**config.mk**
```make
export PLATFORM = sky130hd
export DESIGN_NAME = tgt_match_tagger
export DESIGN_NICKNAME = d
export VERILOG_FILES = /design/src/rtl/tgt_pkg.sv /design/src/rtl/tgt_addr_match.sv /design/src/rtl/tgt_tx_hold.sv /design/src/rtl/tgt_irq_status.sv /design/src/rtl/tgt_match_tagger.sv
export SDC_FILE = /design/constraint.sdc
export NUM_CORES = 1
export LEC_CHECK = 0
export BUFFER_PORTS_ARGS = -buffer_cell sky130_fd_sc_hd__buf_4
export CAP_MARGIN = 20
export CORE_MARGIN = 2
export CORE_UTILIZATION = 30
export DETAILED_ROUTE_END_ITERATION = 16
export GPL_ROUTABILITY_DRIVEN = 1
export GPL_TIMING_DRIVEN = 0
export PLACE_DENSITY = 0.6
export SLEW_MARGIN = 30
export SYNTH_ARGS = -nofsm -noshare
export SYNTH_HDL_FRONTEND = slang
export SYNTH_SLANG_ARGS = --single-unit
```
**constraint.sdc**
```tcl
create_clock -name clk -period 3.6 [get_ports clk]
set_input_delay 0 -clock clk [delete_from_list [all_inputs] [get_ports clk]]
set_output_delay 0 -clock clk [all_outputs]
set_load 0.005 [all_outputs]
```
**src/rtl/tgt_pkg.sv**
```systemverilog
package tgt_pkg;

    localparam int SLOT_W = 8;

    typedef enum logic [1:0] {
        ST_IDLE  = 2'd0,
        ST_ADDR  = 2'd1,
        ST_WRITE = 2'd2,
        ST_READ  = 2'd3
    } tgt_state_e;

    typedef enum logic [1:0] {
        TAG_EMPTY = 2'd0,
        TAG_START = 2'd1,
        TAG_DATA  = 2'd2,
        TAG_END   = 2'd3
    } rx_tag_e;

    // status bit positions; the struct below is packed MSB first so that
    // its bits line up with status bits 26 down to 21
    localparam int STAT_LO = 21;
    localparam int STAT_HI = 26;
    localparam int NSTAT   = STAT_HI - STAT_LO + 1;

    typedef struct packed {
        logic rx_full;    // 26
        logic rx_thld;    // 25
        logic rx_event;   // 24
        logic stop_busy;  // 23
        logic tx_undr;    // 22
        logic rd_event;   // 21
    } stat_set_t;

    localparam logic [2:0] CMD_OK         = 3'd0;
    localparam logic [2:0] CMD_STRETCH_TO = 3'd5;

    function automatic logic [31:0] rx_word(input rx_tag_e tag, input logic [7:0] d);
        return {tag, 22'd0, d};
    endfunction

endpackage

```
**src/rtl/tgt_addr_match.sv**
```systemverilog
module tgt_addr_match
    import tgt_pkg::*;
#(
    parameter int NUM_SLOTS = 4
) (
    input  logic [NUM_SLOTS*SLOT_W-1:0] cfg,
    input  logic [6:0]                  addr7,
    output logic                        hit
);
    logic [NUM_SLOTS-1:0] slot_hit;

    for (genvar g = 0; g < NUM_SLOTS; g++) begin : g_slot
        assign slot_hit[g] = cfg[g*SLOT_W + 7] && (cfg[g*SLOT_W +: 7] == addr7);
    end

    assign hit = |slot_hit;
endmodule

```
**src/rtl/tgt_tx_hold.sv**
```systemverilog
module tgt_tx_hold
    import tgt_pkg::*;
#(
    parameter int STRETCH_LIMIT = 1000
) (
    input  logic       clk,
    input  logic       rst,
    input  logic       active,
    input  logic       xfer_begin,
    input  logic       load,
    input  logic [7:0] load_byte,
    input  logic       req,
    output logic       full,
    output logic       out_valid,
    output logic [7:0] out_data,
    output logic       underrun,
    output logic [2:0] cmd_status
);
    localparam int CW = $clog2(STRETCH_LIMIT + 1);

    logic [7:0]  hold;
    logic        pending;
    logic        served_any;
    logic [CW-1:0] wait_cnt;
    logic        need;
    logic        serve;

    assign need     = req || pending;
    assign serve    = active && need && full;
    assign underrun = active && req && !full && served_any;

    always_ff @(posedge clk) begin
        if (rst) begin
            hold       <= '0;
            full       <= 1'b0;
            pending    <= 1'b0;
            served_any <= 1'b0;
            wait_cnt   <= '0;
            out_valid  <= 1'b0;
            out_data   <= '0;
            cmd_status <= CMD_OK;
        end else begin
            out_valid <= 1'b0;
            if (serve) begin
                out_valid  <= 1'b1;
                out_data   <= hold;
                full       <= 1'b0;
                pending    <= 1'b0;
                served_any <= 1'b1;
                wait_cnt   <= '0;
            end else if (active && req) begin
                pending  <= 1'b1;
                wait_cnt <= '0;
            end else if (active && pending) begin
                if (wait_cnt == CW'(STRETCH_LIMIT - 1)) begin
                    pending    <= 1'b0;
                    cmd_status <= CMD_STRETCH_TO;
                end else begin
                    wait_cnt <= wait_cnt + 1'b1;
                end
            end else if (!active) begin
                pending <= 1'b0;
            end
            if (load) begin
                hold <= load_byte;
                full <= 1'b1;
            end
            if (xfer_begin) begin
                served_any <= 1'b0;
                pending    <= 1'b0;
                wait_cnt   <= '0;
                cmd_status <= CMD_OK;
            end
        end
    end
endmodule

```
**src/rtl/tgt_irq_status.sv**
```systemverilog
module tgt_irq_status
    import tgt_pkg::*;
(
    input  logic             clk,
    input  logic             rst,
    input  stat_set_t        set,
    input  logic [NSTAT-1:0] clr,
    input  logic [NSTAT-1:0] en,
    output logic [NSTAT-1:0] stat,
    output logic             irq
);
    always_ff @(posedge clk) begin
        if (rst) stat <= '0;
        else     stat <= (stat & ~clr) | set;
    end

    assign irq = |(stat & en);
endmodule

```
**src/rtl/tgt_match_tagger.sv**
```systemverilog
module tgt_match_tagger
    import tgt_pkg::*;
#(
    parameter int NUM_SLOTS     = 4,
    parameter int STRETCH_LIMIT = 1000
) (
    input  logic                        clk,
    input  logic                        rst,
    input  logic [NUM_SLOTS*SLOT_W-1:0] cfg_addr,
    input  logic [31:0]                 int_en,
    input  logic [31:0]                 int_clr,
    input  logic                        bus_start,
    input  logic                        bus_stop,
    input  logic                        byte_valid,
    input  logic [7:0]                  byte_data,
    input  logic                        rxq_full,
    input  logic                        rxq_thld,
    input  logic                        tx_load,
    input  logic [7:0]                  tx_byte,
    input  logic                        tx_req,
    output logic                        addr_ack,
    output logic                        rxq_push,
    output logic [31:0]                 rxq_word,
    output logic                        tx_valid,
    output logic [7:0]                  tx_data,
    output logic                        tx_busy,
    output logic [2:0]                  cmd_status,
    output logic [31:0]                 int_status,
    output logic                        irq
);
    tgt_state_e state, state_n;
    logic       hit;
    logic       ack_n, push_n, xfer_begin, stop_act, undr;
    rx_tag_e    tag_n;
    logic [7:0] data_n;
    stat_set_t  set;
    logic [NSTAT-1:0] stat;

    logic unused_bits;
    assign unused_bits = ^{int_en[31:STAT_HI+1], int_en[STAT_LO-1:0],
                           int_clr[31:STAT_HI+1], int_clr[STAT_LO-1:0]};

    tgt_addr_match #(.NUM_SLOTS(NUM_SLOTS)) u_match (
        .cfg   (cfg_addr),
        .addr7 (byte_data[7:1]),
        .hit   (hit)
    );

    always_comb begin
        state_n    = state;
        ack_n      = 1'b0;
        push_n     = 1'b0;
        tag_n      = TAG_EMPTY;
        data_n     = 8'd0;
        xfer_begin = 1'b0;
        stop_act   = 1'b0;
        if (bus_start) begin
            state_n = ST_ADDR;
        end else if (bus_stop) begin
            state_n = ST_IDLE;
            if (state == ST_WRITE) begin
                push_n = 1'b1;
                tag_n  = TAG_END;
            end
            stop_act = (state == ST_WRITE) || (state == ST_READ);
        end else if (byte_valid) begin
            unique case (state)
                ST_ADDR: begin
                    if (hit) begin
                        ack_n = 1'b1;
                        if (byte_data[0]) begin
                            state_n    = ST_READ;
                            xfer_begin = 1'b1;
                        end else begin
                            state_n = ST_WRITE;
                            push_n  = 1'b1;
                            tag_n   = TAG_START;
                            data_n  = byte_data;
                        end
                    end else begin
                        state_n = ST_IDLE;
                    end
                end
                ST_WRITE: begin
                    push_n = 1'b1;
                    tag_n  = TAG_DATA;
                    data_n = byte_data;
                end
                default: ;
            endcase
        end
    end

    always_ff @(posedge clk) begin
        if (rst) begin
            state    <= ST_IDLE;
            addr_ack <= 1'b0;
            rxq_push <= 1'b0;
            rxq_word <= '0;
        end else begin
            state    <= state_n;
            addr_ack <= ack_n;
            rxq_push <= push_n;
            if (push_n) rxq_word <= rx_word(tag_n, data_n);
        end
    end

    tgt_tx_hold #(.STRETCH_LIMIT(STRETCH_LIMIT)) u_tx (
        .clk        (clk),
        .rst        (rst),
        .active     (state == ST_READ),
        .xfer_begin (xfer_begin),
        .load       (tx_load),
        .load_byte  (tx_byte),
        .req        (tx_req),
        .full       (tx_busy),
        .out_valid  (tx_valid),
        .out_data   (tx_data),
        .underrun   (undr),
        .cmd_status (cmd_status)
    );

    always_comb begin
        set.rx_full   = rxq_full;
        set.rx_thld   = rxq_thld;
        set.rx_event  = push_n;
        set.stop_busy = stop_act;
        set.tx_undr   = undr;
        set.rd_event  = xfer_begin;
    end

    tgt_irq_status u_stat (
        .clk  (clk),
        .rst  (rst),
        .set  (set),
        .clr  (int_clr[STAT_HI:STAT_LO]),
        .en   (int_en[STAT_HI:STAT_LO]),
        .stat (stat),
        .irq  (irq)
    );

    assign int_status = {{(31-STAT_HI){1'b0}}, stat, {STAT_LO{1'b0}}};
endmodule

```
==> out/metrics.yaml, run 1 <==
status: "finished, final reports clean"
ys_seq_elements: 51
n_antenna_cell: 0
slew_violations: 0
drc_errors: 0
synthToLayoutAreaGrowth_pct: 46.0
syn_area_per_cell_um2: 8.62
finalPower_uw: 1140
async_reset_ff_share_pct: 0
cp_common_cell: "buf_6"
drive_above_1_share_pct: 32.4
core_um2: 9240
layout_min_cycle_time_ns: 2.14
synthTopCellsByCount: "buf_4, dfxtp_1, xor2_1"
timing.hold.ws_ns: 0.0106
clock_path_buffers: 2
routedWlPerCell_um: 10.8
hold_path.class: "primary input to flip-flop"
post-dp-hpwl_um: 5310
seqPwrFrac_pct: 50.7
dp_slack_ns: 1.62
period_share_pct: 59.5
syn_inst: 331
start_util_pct: 30.9
drt-initial-drc-count: 81
cts.clk_slew.worst_paths_ns: 0.10
gp_congestion: 0.823
io_buffers: 91
leakagePower_uw: 0.00193
fin_worst_skew_ns: 0.0123
cts.sinks: 51
r2r-start: "state[0]"
core.rowCount: 35
critPathMaxFanout: 10
setup_violations: 0
fmax_mhz: 467
vias: 2544
grt_pass1_vias: 2386
path_class: "primary input to flip-flop"
synth_top_area_share_pct: 35.8
finalHoldViolCount: 0
drt-total-wl_um: 6760
cts_made_buffers: 5
crit_start: "byte_data[3]"
root_buffer: "clkbuf_8"
grt_pass1_wl_um: 10800
seq_area_frac_synth_pct: 35.8
cts_tree: "built"
die-height_um: 102
cp.arrival_ns: 2.32
synth_cell_type_count: 39
clock_power_share_pct: 30.6
grt_use_total_pct: 12.8
ant_nets: 0
worst_pin_slew_ns: 0.647
synth_edf_count: 0
die_w_um: 102
h-tree-depth: 2
synth_area_um2: 2850
final.setup.tns_ns: 0
slowest_delay_ns: 0.55
yosys_warnings: 0
antenna_found_initial: 0
first_pass_iters: 6
routed_via_density: 4.06
setup_slack_ns: 1.46
p_per_area_nw_per_um2: 274
ios: 201
cp_slowest_cell: "dlygate4sd3_1"
ir_worst_vdd_mv: 0.176
grt_max_degree: 19
ys.flop_type: "dfxtp_1"
cp.required_ns: 3.78
final_net_count: 621
power_frac_comb_pct: 18.8
relSlewSlack_pct: 56.9
clock_latency_ns: 0.31
hp-start: "tx_req"
path_cells: "dlygate4sd3_1, buf_6, xor2_1, nor4_1, nand4_1, a41o_1, buf_6, o311ai_4, nor2_1"
drv_cap: 0
yosysTopAreaCell: "dfxtp_1"
power_switching_uw: 296
cts_resized: 0
die_area_um2: 10300
rsz0062_at_grt: "no"
end_kind: "flip-flop"
internal_power_uw: 846
grt_overflow: 0
p_sw_share_pct: 25.9
final_util_pct: 45.1
synthTopCellsByArea: "dfxtp_1, buf_4, xor2_1"
start_kind: "primary input"
==> cells by family after synthesis <==
kind of cell	synth area share, %
AOI/OAI and AO/OA	10.7
and+or+nand+nor	18.6
buffers and inverters	18.2
muxes	3.51
DFF	35.8
xor gates and xnor gates	11.4
other	0.131
adders and majority gates	1.75
==> stage by stage <==
step                      cells  instance area, µm²
after floorplan             379                3030
after global placement      599                3880
after CTS                   626                4170
after detailed placement    599                3880
after global routing        626                4170
final                       626                4170
==> what timing repair did <==
item	4_1_cts	5_1_grt
endpoints found under the hold margin	18	0
setup buffers	0	0
hold buffers	19	0
setup endpoints to repair	0	0
==> routing by layer <==
layer	routed length, µm	global-route usage [%]	vias up
met5	0	0	-
li1	-	-	1330
met4	116	4.78	0
met2	3370	21.4	97
met1	2850	16.0	1109
met3	419	3.04	8
==> placed cells by master, fill, tap and decap left out, drive strengths merged, types with 2 or more instances in the layout <==
master	count
o21ai	4
a21oi	19
nand4b	2
and2	2
nand2	26
mux2i	10
clkinv	2
inv	14
or4	3
nor3	5
nand3	2
dlygate4sd3	19
o32ai	7
conb	49
and3	2
buf	148
nand4	7
nor4	6
ha	4
xnor2	5
nor2	31
a22oi	3
dfxtp	51
o21ba	2
o21a	2
clkbuf	15
nand2b	12
xor2	32
nor2b	5
==> layout make-up <==
cell class | instances | area [µm²]
buffer | 67 | 469
clock buffer | 5 | 68.8
clock inverter | 3 | 28.8
fill | 908 | 5070
inverter | 13 | 48.8
multi-input combinational | 248 | 1490
sequential | 51 | 1020
tap | 129 | 161
timing repair buffer | 110 | 873
==> final timing paths <==
check | endpoint | slack (ns) | depth (start not counted)
setup / recovery | u_tx.wait_cnt[4] | 1.46 | 9
setup reg to reg | rxq_word[0] | 1.59 | 5
hold / removal | u_stat.stat[1] | 0.01 | 3
hold reg to reg | u_tx.out_data[4] | 0.46 | 2
==> sequential cells by signal, indices dropped and copies added, names as in the netlist, 2 cells and up <==
register / count
u_tx.wait_cnt: 10
u_stat.stat: 6
u_tx.hold: 8
rxq_word: 10
state: 2
u_tx.out_data: 8
==> critical path, delay by kind of cell <==
family | cells | cell delay [ns]
AO/OA/AOI/OAI | 2 | 0.76
XOR/XNOR | 1 | 0.13
buffers and inverters | 3 | 0.84
AND/OR/NAND/NOR | 3 | 0.59
==> power by group through the flow <==
stage | sequential (µW) | combinational, µW | clock [µW]
after floorplan | 591 | 120 | 0
after global placement | 591 | 193 | 0
after detailed placement | 592 | 196 | 0
after CTS | 579 | 213 | 364
after global routing | 580 | 236 | 393
final | 579 | 214 | 349
No activity file was read; power rests on OpenSTA's default activity.
==> inputs of run 2 (changes only) <==
--- a/config.mk
+++ b/config.mk
@@ -5,6 +5,7 @@
 export SDC_FILE = /design/constraint.sdc
 export NUM_CORES = 1
 export LEC_CHECK = 0
+export ABC_AREA = 1
 export BUFFER_PORTS_ARGS = -buffer_cell sky130_fd_sc_hd__buf_4
 export CAP_MARGIN = 20
 export CORE_MARGIN = 2
@@ -12,7 +13,7 @@
 export DETAILED_ROUTE_END_ITERATION = 16
 export GPL_ROUTABILITY_DRIVEN = 1
 export GPL_TIMING_DRIVEN = 0
-export PLACE_DENSITY = 0.6
+export PLACE_DENSITY = 0.59
 export SLEW_MARGIN = 30
 export SYNTH_ARGS = -nofsm -noshare
 export SYNTH_HDL_FRONTEND = slang
==> constraint.sdc (replaced) <==
create_clock -name clk -period 2 [get_ports clk]
set_input_delay 0 -clock clk [delete_from_list [all_inputs] [get_ports clk]]
set_output_delay 0 -clock clk [all_outputs]
set_load 0.005 [all_outputs]
==> out/metrics.yaml, run 2 <==
drc_errors: 0  # unchanged
routed_via_density: 4.03  # -0.77%
fill_cells: 987  # +8.7%
syn_area_per_cell_um2: 6.59  # -24%
final_net_count: 755  # +22%
ys.flop_type: "dfxtp_1"
path_class: "flip-flop to flip-flop"
layout_commonest_cell: "buf_4"
cts.clk_slew.worst_paths_ns: 0.10  # about the same
start_util_pct: 30.9  # +0.066 points
clock_path_buffers: 2  # unchanged
synth_top_area_share_pct: 33.8  # -2.0 points
core.rowCount: 36  # +2.9%
synth_xor_area_share_pct: 0.869  # -10 points
cp.required_ns: 2.24  # -1.54 ns
synth_area_um2: 3020  # +6.0%
dp_slack_ns: -0.0386  # -1.66 ns
status: "finished, final reports clean"
syn_inst: 459  # +39%
die-height_um: 104  # +2.8%
ff_latch_area_um2: 1020  # unchanged
leakagePower_uw: 0.00232  # +20%
grt_pass1_vias: 2874  # +20%
n_antenna_cell: 0  # unchanged
fin_worst_skew_ns: 0.00336  # -0.00892 ns
cp.arrival_ns: 2.02  # -0.30 ns
relSlewSlack_pct: 58.3  # +1.5 points
synthToLayoutAreaGrowth_pct: 45.3
seq_area_frac_synth_pct: 33.8  # -2.0 points
cp_top_family: "simple AND/OR/NAND/NOR gates"
drt-total-wl_um: 7620  # +13%
h-tree-depth: 2  # unchanged
path_cells: "ha_1, nand2_1, inv_1, nand2_2, nor2_2, nand4_1, or2_0, a21oi_1"
slew_violations: 0  # unchanged
p_per_area_nw_per_um2: 483  # +76%
synthTopCellsByCount: "nand2_1, inv_1, nor2_1"
layout_min_cycle_time_ns: 1.79
start_kind: "flip-flop"
r2r_cells: 8  # +3
final.setup.tns_ns: 0  # unchanged
ios: 201  # unchanged
hold_path.class: "primary input to flip-flop"
core_um2: 9770  # +5.8%
finalPower_uw: 2120  # +86%
setup_violations: 0  # unchanged
io_buffers: 97  # +6.6%
synthAdderAreaFrac_pct: 1.65  # -0.099 points
drv_cap: 0  # unchanged
setup_slack_ns: 0.213  # -1.24 ns
slowest_delay_ns: 0.42  # -0.13 ns
post-dp-hpwl_um: 6140  # +16%
synth_compound_area_share_pct: 10.8  # +0.097 points
drt-initial-drc-count: 141  # +74%
fmax_mhz: 560
yosys.area_share.simple_pct: 31.2  # +13 points
cp_slowest_cell: "dfxtp_1"
grt_overflow: 0  # unchanged
most-common-layout-cells: "buf_4, nand2_1, inv_1"
final_util_pct: 45.0  # -0.11 points
grt_use_total_pct: 14.1  # +1.3 points
gp_congestion: 0.834  # +1.3%
cts.sinks: 51  # unchanged
path_buf_inv: 1  # -2
rsz0062_at_grt: "no"
first_pass_iters: 4  # -2
ir_worst_vdd_mv: 0.271  # +54%
synthTopCellsByArea: "dfxtp_1, nand2_1, buf_4"
cts_tree: "built"
ys_seq_elements: 51  # unchanged
end_kind: "flip-flop"
finalHoldViolCount: 0  # unchanged
cts_made_buffers: 5  # unchanged
grt_max_degree: 17  # -2
hold_depth: 3  # unchanged
ant_nets: 0  # unchanged
synth_top_family_by_area: "simple AND/OR/NAND/NOR gates"
yosysMostFrequentCell: "nand2_1"
multi_input_area_um2: 1540  # +2.8%
crit_cells: 8  # -1
largestRegisters: "rxq_word x10, u_tx.wait_cnt x10"
synthMuxAreaShare_pct: 0  # -3.5 points
routedWlPerCell_um: 9.97  # -7.6%
worst_pin_slew_ns: 0.623  # -0.0242 ns
synth_cell_type_count: 29  # -26%
yosys_warnings: 0  # unchanged
die_area_um2: 10900  # +5.8%
drive_above_1_share_pct: 30.6  # -1.8 points
timing.hold.ws_ns: 0.00340  # -0.00720 ns
root_buffer: "clkbuf_8"
synth_edf_count: 0  # unchanged
critPathMaxFanout: 8  # -2
async_reset_ff_share_pct: 0  # unchanged
period_share_pct: 89.3
clock_latency_ns: 0.30  # about the same
antenna_found_initial: 0  # unchanged
grt_pass1_wl_um: 12800  # +19%
vias: 3081  # +21%
yosysTopAreaCell: "dfxtp_1"
die_w_um: 104  # +2.8%
## run 2: cell types whose count changed after synthesis, moves of 12 or more
cell	previous run	this run
nand2_1	26	123
inv_1	13	57
xor2_1	32	3
nor2_1	31	53
nand3_1	2	19
o21ai_0	3	18
nand2_2	0	12
nand2b_1	12	0
## run 2: layout make-up
cell class                      instances  area share, %
Multi-Input combinational cell        336           35.0
Sequential cell                        51           23.2
Timing Repair Buffer                  116           20.9
Buffer                                 56           9.42
Inverter                               64           5.47
Tap cell                              133           3.79
Clock buffer                            6           1.88
Clock inverter                          2          0.370
## run 2: final timing paths
check	end	slack, ns	start
worst max-delay path	u_tx.wait_cnt[6]	0.21	state[1]
worst min-delay path	u_tx.hold[0]	0.003	tx_byte[0]
worst max register to register	u_tx.wait_cnt[6]	0.21	state[1]
worst min register to register	u_tx.hold[0]	0.46	u_tx.hold[0]
## run 2: cells by family after synthesis
| kind of cell | after synthesis |
|---|---|
| xor+xnor | 3 |
| simple gates | 224 |
| compound gates | 56 |
| other cells | 1 |
| flops | 51 |
| buf+inv | 120 |
| fa+ha+maj | 4 |
## run 2: power by group
part           switching, µW  total [µW]  leakage, µW  internal [µW]
combinational            198         439      0.00186            241
sequential              10.4        1050     0.000415           1040
clock                    355         638    0.0000474            283
## run 2: metal layers
metal,vias up,track usage (%),part of all wire (%)
met5,-,0,0
met4,0,3.09,0.88
met3,9,3.70,7.1
met2,104,25.4,50
met1,1310,16.8,42
li1,1658,-,-
## run 2: per-stage QoR
| stage | area [µm²] | instances |
|---|---|---|
| 3_3_place_gp | 4100 | 737 |
| 6_report | 4400 | 764 |
| 2_1_floorplan | 3200 | 507 |
| 4_1_cts | 4380 | 763 |
| 3_5_place_dp | 4100 | 737 |
| 5_1_grt | 4400 | 764 |
## run 2: worst min-delay path: cells and delay by family
family,cells,cell delay (ns)
AO/OA/AOI/OAI,2,0.20
buffers and inverters,1,0.08
## run 2: timing repair
item | CTS | global route
hold buffers | 18 | 1
pin swaps | 0 | 0
gates resized for setup | 1 | 1
setup endpoints to repair | 8 | 2
buffers inserted | 0 | 0
endpoints found under the hold margin | 14 | 1
